<file path="src/rtl/prom_reader_pkg.sv">
package prom_reader_pkg;

  typedef enum logic [1:0] {ST_IDLE, ST_ACCESS, ST_FLOAT} rdState_t;

  // strobes from control to datapath
  typedef struct packed {
    logic load;
    logic ceOn;
    logic oeOn;
    logic capture;
  } dpStrobe_t;

  localparam int T_FLOAT_NS = 50;

  function automatic int ceilDiv(input int ns, input int period);
    return (ns + period - 1) / period;
  endfunction

endpackage

</file>
<file path="src/rtl/prom_reader_ctrl.sv">
module prom_reader_ctrl
  import prom_reader_pkg::*;
#(
  parameter int CLK_PERIOD_NS = 10,
  parameter int CNT_W = 5
) (
  input  logic       clk,
  input  logic       rstN,
  input  logic [1:0] grade,
  input  logic       reqValid,
  output logic       reqReady,
  output dpStrobe_t  strobe
);

  localparam int A_G0 = ceilDiv(120, CLK_PERIOD_NS);
  localparam int A_G1 = ceilDiv(150, CLK_PERIOD_NS);
  localparam int A_G2 = ceilDiv(200, CLK_PERIOD_NS);
  localparam int O_G0 = ceilDiv(60, CLK_PERIOD_NS);
  localparam int O_G1 = ceilDiv(80, CLK_PERIOD_NS);
  localparam int O_G2 = ceilDiv(100, CLK_PERIOD_NS);
  localparam int FLT_CYC = ceilDiv(T_FLOAT_NS, CLK_PERIOD_NS);

  rdState_t state;
  logic [CNT_W-1:0] cnt;
  logic [CNT_W-1:0] addrCyc;
  logic [CNT_W-1:0] leadCyc;
  logic [CNT_W-1:0] aNext;
  logic [CNT_W-1:0] oNext;
  logic accessDone;
  logic floatDone;

  always_comb begin
    case (grade)
      2'd0:    begin aNext = CNT_W'(A_G0); oNext = CNT_W'(O_G0); end
      2'd1:    begin aNext = CNT_W'(A_G1); oNext = CNT_W'(O_G1); end
      default: begin aNext = CNT_W'(A_G2); oNext = CNT_W'(O_G2); end
    endcase
  end

  assign accessDone = (state == ST_ACCESS) && (cnt == addrCyc - CNT_W'(1));
  assign floatDone  = (state == ST_FLOAT) && (cnt == CNT_W'(FLT_CYC - 1));

  always_ff @(posedge clk or negedge rstN) begin
    if (!rstN) begin
      state   <= ST_IDLE;
      cnt     <= '0;
      addrCyc <= '0;
      leadCyc <= '0;
    end else begin
      case (state)
        ST_IDLE: begin
          if (reqValid) begin
            state   <= ST_ACCESS;
            cnt     <= '0;
            addrCyc <= aNext;
            leadCyc <= aNext - oNext;
          end
        end
        ST_ACCESS: begin
          if (accessDone) begin
            state <= ST_FLOAT;
            cnt   <= '0;
          end else begin
            cnt <= cnt + CNT_W'(1);
          end
        end
        default: begin
          if (floatDone) begin
            state <= ST_IDLE;
            cnt   <= '0;
          end else begin
            cnt <= cnt + CNT_W'(1);
          end
        end
      endcase
    end
  end

  assign reqReady       = (state == ST_IDLE);
  assign strobe.load    = (state == ST_IDLE) && reqValid;
  assign strobe.ceOn    = (state == ST_ACCESS);
  assign strobe.oeOn    = (state == ST_ACCESS) && (cnt >= leadCyc);
  assign strobe.capture = accessDone;

endmodule

</file>
<file path="src/rtl/prom_reader_dp.sv">
module prom_reader_dp
  import prom_reader_pkg::*;
#(
  parameter int ADDR_W = 18,
  parameter int BANK_W = 2,
  parameter int DATA_W = 16,
  localparam int NUM_DEV = 1 << BANK_W
) (
  input  logic                     clk,
  input  logic                     rstN,
  input  dpStrobe_t                strobe,
  input  logic [BANK_W+ADDR_W-1:0] reqAddr,
  input  logic [DATA_W-1:0]        romData,
  output logic [ADDR_W-1:0]        romAddr,
  output logic [NUM_DEV-1:0]       romCeN,
  output logic                     romOeN,
  output logic                     rspValid,
  output logic [DATA_W-1:0]        rspData
);

  logic [BANK_W-1:0] bankQ;

  always_ff @(posedge clk or negedge rstN) begin
    if (!rstN) begin
      romAddr  <= '0;
      bankQ    <= '0;
      rspValid <= 1'b0;
      rspData  <= '0;
    end else begin
      if (strobe.load) begin
        romAddr <= reqAddr[ADDR_W-1:0];
        bankQ   <= reqAddr[BANK_W+ADDR_W-1:ADDR_W];
      end
      rspValid <= strobe.capture;
      if (strobe.capture) rspData <= romData;
    end
  end

  for (genvar i = 0; i < NUM_DEV; i++) begin : g_ce
    assign romCeN[i] = !(strobe.ceOn && (bankQ == BANK_W'(i)));
  end

  assign romOeN = !strobe.oeOn;

endmodule

</file>
<file path="src/rtl/prom_reader.sv">
module prom_reader
  import prom_reader_pkg::*;
#(
  parameter int CLK_PERIOD_NS = 10,
  parameter int ADDR_W = 18,
  parameter int BANK_W = 2,
  parameter int DATA_W = 16,
  localparam int NUM_DEV = 1 << BANK_W,
  localparam int MAX_CYC = ceilDiv(200, CLK_PERIOD_NS),
  localparam int CNT_W = $clog2(MAX_CYC + 1)
) (
  input  logic                     clk,
  input  logic                     rstN,
  input  logic [1:0]               grade,
  input  logic                     reqValid,
  input  logic [BANK_W+ADDR_W-1:0] reqAddr,
  output logic                     reqReady,
  output logic [ADDR_W-1:0]        romAddr,
  output logic [NUM_DEV-1:0]       romCeN,
  output logic                     romOeN,
  input  logic [DATA_W-1:0]        romData,
  output logic                     rspValid,
  output logic [DATA_W-1:0]        rspData
);

  dpStrobe_t strobe;

  prom_reader_ctrl #(
    .CLK_PERIOD_NS(CLK_PERIOD_NS),
    .CNT_W(CNT_W)
  ) u_ctrl (
    .clk(clk),
    .rstN(rstN),
    .grade(grade),
    .reqValid(reqValid),
    .reqReady(reqReady),
    .strobe(strobe)
  );

  prom_reader_dp #(
    .ADDR_W(ADDR_W),
    .BANK_W(BANK_W),
    .DATA_W(DATA_W)
  ) u_dp (
    .clk(clk),
    .rstN(rstN),
    .strobe(strobe),
    .reqAddr(reqAddr),
    .romData(romData),
    .romAddr(romAddr),
    .romCeN(romCeN),
    .romOeN(romOeN),
    .rspValid(rspValid),
    .rspData(rspData)
  );

endmodule

</file>
<file path="config.mk">
export PLATFORM = sky130hd
export DESIGN_NAME = prom_reader
export DESIGN_NICKNAME = d
export VERILOG_FILES = /design/src/rtl/prom_reader_pkg.sv /design/src/rtl/prom_reader_ctrl.sv /design/src/rtl/prom_reader_dp.sv /design/src/rtl/prom_reader.sv
export SDC_FILE = /design/constraint.sdc
export NUM_CORES = 1
export LEC_CHECK = 0
export BUFFER_PORTS_ARGS = -buffer_cell sky130_fd_sc_hd__buf_2
export CORE_MARGIN = 2
export CORE_UTILIZATION = 30
export CTS_CLUSTER_DIAMETER = 30
export DETAILED_ROUTE_END_ITERATION = 6
export HOLD_SLACK_MARGIN = 0.1
export PLACE_DENSITY_LB_ADDON = 0.12
export SYNTH_ARGS = -nofsm -noshare
export SYNTH_HDL_FRONTEND = slang
export SYNTH_SLANG_ARGS = --single-unit
export TNS_END_PERCENT = 5
</file>
<file path="constraint.sdc">
create_clock -name clk -period 3.25 [get_ports clk]
set_input_delay 0.4875 -clock clk [delete_from_list [all_inputs] [get_ports clk]]
set_output_delay 0.4875 -clock clk [all_outputs]
set_load 0.03 [all_outputs]
</file>
# Yosys cells after proc, flatten, opt, wreduce, memory -nomap -nowiden
# Cells that the tools add are included.
dict set report word_totals {
  register_bits 54
  inputBits 41
  output_inout_bits 41
  wordCells 51
}
dict set report op_classes {
  n_addsub 3
  order_cmp 1
  n_eq_ne 10
  muxes 10
  n_reduce_logical 19
}
# op count
set op_table {}
lappend op_table {{$pmux W5 S2} 2}
lappend op_table {{$mux W5} 3}
lappend op_table {{$logic_and A1 B1 Y1} 8}
lappend op_table {{$pmux W4 S2} 1}
lappend op_table {{$eq A2 B1 Y1 const B} 3}
lappend op_table {{$eq A2 B2 Y1 const B} 3}
lappend op_table {{$logic_not A2 Y1} 3}
lappend op_table {{$mux W2} 3}
lappend op_table {{$add A5 B1 Y5 const B} 1}
lappend op_table {{$eq A5 B3 Y1 const B} 1}
lappend op_table {{$eq A5 B5 Y1} 1}
lappend op_table {{$ge A5 B5 Y1} 1}
lappend op_table {{$logic_not A1 Y1} 5}
lappend op_table {{$sub A5 B1 Y5 const B} 1}
lappend op_table {{$sub A5 B4 Y5} 1}
lappend op_table {{$ne A2 B2 Y1 const B} 2}
lappend op_table {{$pmux W2 S2} 1}
lappend op_table {{$reduce_and A3 Y1} 1}
lappend op_table {{$reduce_bool A3 Y1} 1}
lappend op_table {{$reduce_and A2 Y1} 1}

# Longest topological paths before layout
dict set report depth {
  depth_word 5
  mapped_depth 8
  mapped_depth_nobuf 7
}

# By module
# From an unflattened synthesis, not the netlist that was laid out.
dict set report hier_totals {
  hier_cells 168
  hier_area_um2 2283.4
}
# mod n_inst cells_per_inst area_per_inst_um2 seq_area_each_um2
set modules_own_cells {}
lappend modules_own_cells {prom_reader_dp 1 82 1447.6 925.9}
lappend modules_own_cells {prom_reader_ctrl 1 86 835.8 325.3}

# Least setup slack after synthesis
# No wires, ideal clock.
dict set report synth_timing {
  kind {register to output}
  startpoint {register u_ctrl.cnt[0]}
  endpoint {output romOeN}
  arrival_time_ps 1991
  required_ps 2762
  slack_ps 771
  path_stages_with_launch 8
  path_buffers 0
  path_cell_list {dfrtp_1 inv_1 ha_1 nand2b_1 a21o_1 a21oi_1 nor2b_1 o31ai_1}
}
dict set report synth_via {
  elab_chain_len 3
}
# item line
set synth_lines {}
lappend synth_lines {{from (decl)} prom_reader_ctrl.sv:24} ;# logic [CNT_W-1:0] cnt;
lappend synth_lines {{from (signal assigned)} prom_reader_ctrl.sv:64} ;# cnt <= cnt + CNT_W'(1);
lappend synth_lines {{from (signal assigned)} prom_reader_ctrl.sv:72} ;# cnt <= cnt + CNT_W'(1);
lappend synth_lines {{$ge A5 B5 Y1} prom_reader_ctrl.sv:82} ;# assign strobe.oeOn = (state == ST_ACCESS) && (cnt >= leadCyc);
lappend synth_lines {{$logic_and A1 B1 Y1} prom_reader_ctrl.sv:82}
lappend synth_lines {{$logic_not A1 Y1} prom_reader_dp.sv:43} ;# assign romOeN = !strobe.oeOn;
lappend synth_lines {{to (decl)} prom_reader.sv:20} ;# output logic romOeN,
# No other way between the ends.

# Final worst setup path
# Ends and elaborated chain as after synthesis.

==> impl_metrics.json <==
{
  "port_buffers": 81,
  "synth_warnings": 0,
  "slew_headroom_pct": 40.9,
  "synth-seq-cells": 50,
  "fmax_mhz": 393,
  "core-area_sq_um": 7650,
  "dp_hpwl_microns": 3680,
  "synth-xor-area-share_pct": 2.14,
  "dr.pass1.iters": 4,
  "required_ns": 2.76,
  "cp_max_fo": 5,
  "hp-class": "input port to async pin",
  "drtIter0Drc": 110,
  "grt_pass1_vias": 1835,
  "critical-path-top-delay-family": "compound AO/OA/AOI/OAI gates",
  "antenna_found_initial": 0,
  "drv_slew": 0,
  "n_antenna_cell": 0,
  "max_stage_delay_ns": 0.41,
  "synth-seq-area-share_pct": 53.6,
  "syn2layout_area_growth_pct": 25.2,
  "p_per_area_nw_per_um2": 1060,
  "synth.distinct_cells": 34,
  "fin_cells": 408,
  "path_cells": "inv_1 > ha_1 > nand2b_1 > a21o_1 > a21oi_1 > nor2b_1 > o31ai_1 > buf_2",
  "p_sw_share_pct": 45.3,
  "synth_nets": 277,
  "switching_power_w": 0.00140,
  "gp_congestion": 0.830,
  "placed_cells": 401,
  "synth_fa_ha_area_share_pct": 4.82,
  "ys_async_sr_fraction_pct": 100,
  "dieArea_sq_um": 8510,
  "cts_hold_buf": 0,
  "cp-start-kind": "flop",
  "crit_path_end_kind": "primary output",
  "whs_ns": 0.221,
  "hold_violations": 0,
  "synth-compound-area-share_pct": 5.78,
  "overflow": 0,
  "post-route-util_pct": 38.2,
  "power_frac_clock_pct": 14.4,
  "syn_area_sq_um": 2340,
  "cts_made_buffers": 5,
  "die_x_microns": 92.2,
  "drv_cap": 0,
  "peakVddDrop_mv": 0.485,
  "tightest_slew_ns": 0.885,
  "avgSynthCellArea_sq_um": 10.3,
  "viasPerCell": 4.27,
  "cts.path.max_buffers": 2,
  "fp-row-count": 32,
  "drt-total-wl_microns": 4970,
  "synth.area.mux_share_pct": 9.00,
  "wl_per_cell_microns": 12.2,
  "min_period_ns": 2.55,
  "cp_slowest_cell": "dfrtp_1",
  "reg2reg_slack_ns": 0.99,
  "p_total_w": 0.00309,
  "cts_setup_buffers": 0,
  "clk_pin_slew_ns": 0.09,
  "synth_top_family_by_area": "simple AND/OR/NAND/NOR gates",
  "p_seq_share_pct": 35.8,
  "tns_ns": 0,
  "synth_edf_count": 0,
  "r2r-start": "u_ctrl.leadCyc[0]$_DFFE_PN0P_",
  "status": "finished, final reports clean",
  "synthCells": 227,
  "grt_pass1_wl_microns": 8780,
  "clockRootBuffer": "clkbuf_8",
  "fin_crit_sh_pct": 78.4,
  "grtUsageTotal_pct": 12.9,
  "synth_simple_gate_area_share_pct": 20.1,
  "drive_gt1_share_pct": 35.9,
  "synth_top_flop_cell": "dfrtp_1",
  "io_pins": 82,
  "final_net_count": 356,
  "vias": 1742,
  "cts_tree": "done",
  "worst-path-buf-inv": 2,
  "grt_max_degree": 31,
  "crit_type": "flop to primary output",
  "p_leak_nw": 1.53,
  "n_fill_cell": 772,
  "cts_resized": 0,
  "clock_latency_ns": 0.30,
  "drc_errors": 0,
  "antenna_left": 0,
  "rsz0062_at_grt": "no",
  "critPathArrivalTime_ns": 2.06,
  "p_comb_share_pct": 49.8,
  "finalSetupViolCount": 0,
  "initial_core_util_pct": 30.5,
  "htreeDepth": 2,
  "fp.dieH_microns": 92.2,
  "power.internal_w": 0.00169,
  "clkSinkCount": 50,
  "r2r.worst_path.cells": 7,
  "r2r-end": "u_dp.rspData[1]$_DFFE_PN0P_",
  "final.setup_skew_ns": 0.0103
}
## power by group through the flow
stage	Combinational, W	Clock [W]	Sequential, W
floorplan	0.000758	0	0.00149
global placement	0.00154	0	0.00112
detailed placement	0.00156	0	0.00112
CTS	0.00156	0.000466	0.00111
global route	0.00170	0.000490	0.00116
finish	0.00154	0.000446	0.00111
## sequential cells by signal, summed over array words and instances, names as in the netlist
register and count:
u_ctrl.leadCyc 3, u_ctrl.state 2, u_dp.romAddr 18, u_ctrl.addrCyc 3
u_dp.bankQ 2, u_dp.rspData 16, u_ctrl.cnt 5, u_dp.rspValid 1
## how the worst max path moves through the flow
stage	from	to	slack, ns	cells past startpoint
2_1_floorplan	u_ctrl.cnt[0]$_DFFE_PN0P_	romOeN	0.77	7
3_3_place_gp	u_ctrl.leadCyc[0]$_DFFE_PN0P_	u_dp.rspData[4]$_DFFE_PN0P_	1.01	7
3_5_place_dp	u_ctrl.leadCyc[0]$_DFFE_PN0P_	u_dp.rspData[1]$_DFFE_PN0P_	0.98	7
4_1_cts	u_ctrl.cnt[0]$_DFFE_PN0P_	romOeN	0.68	8
5_1_grt	u_ctrl.cnt[0]$_DFFE_PN0P_	romOeN	0.55	8
6_report	u_ctrl.cnt[0]$_DFFE_PN0P_	romOeN	0.70	8
## layer usage
layer	track usage [%]	vias up	part of all wire, %
met5	0	-	0
met4	3.73	0	0.68
met3	3.12	2	4.0
met2	21.1	38	50
met1	17.0	816	45
li1	-	886	-
## cells by family after synthesis
group | after synthesis
compound gates | 23
xor+xnor | 4
fa+ha+maj | 9
buf+inv | 21
flops | 50
mux | 16
simple gates | 104
## cell type report
class | instances | area [sq um] | share of cell area [%]
well taps | 102 | 128 | 4.36
flip-flops and latches | 50 | 1250 | 42.8
inverters | 11 | 41.3 | 1.41
clock buffers | 6 | 82.6 | 2.82
repair buffers | 82 | 413 | 14.1
multi-input cells | 156 | 978 | 33.5
clock inverters | 1 | 30.0 | 1.03
## cell usage after synthesis, types with 2 or more instances
master    instances  share of area (%)
clkbuf_1          5               0.80
mux2_2            8                3.9
or2_2             2               0.54
mux2_4            8                5.1
nor2b_1           2               0.54
o21ai_0          11                2.4
buf_2             3               0.64
nor3_1            2               0.43
dfrtp_1          50                 54
inv_1            11                1.8
nand2b_1          2               0.54
ha_1              9                4.8
nand2_1          76                 12
nand3_1           3               0.64
nor2_1            9                1.4
xnor2_1           2               0.75
o41ai_1           2               0.75
nor3b_1           2               0.64
a21oi_1           5                1.1
## layout by cell type, fill, tap and decap left out, types with 5 or more instances in the layout
master / count
mux2_4: 8
nand2_1: 76
clkbuf_8: 6
nor2_1: 9
a21oi_1: 5
buf_2: 81
o21ai_0: 11
ha_1: 9
mux2_2: 8
inv_1: 11
dfrtp_1: 50
## stage by stage
step,cell area [sq um],setup slack [ns]
6_report,2920,0.704
3_3_place_gp,2810,1.01
3_5_place_dp,2810,0.985
4_1_cts,2920,0.676
2_1_floorplan,2340,0.771
5_1_grt,2920,0.547
Note: power is estimated with default switching activity, not from simulation.
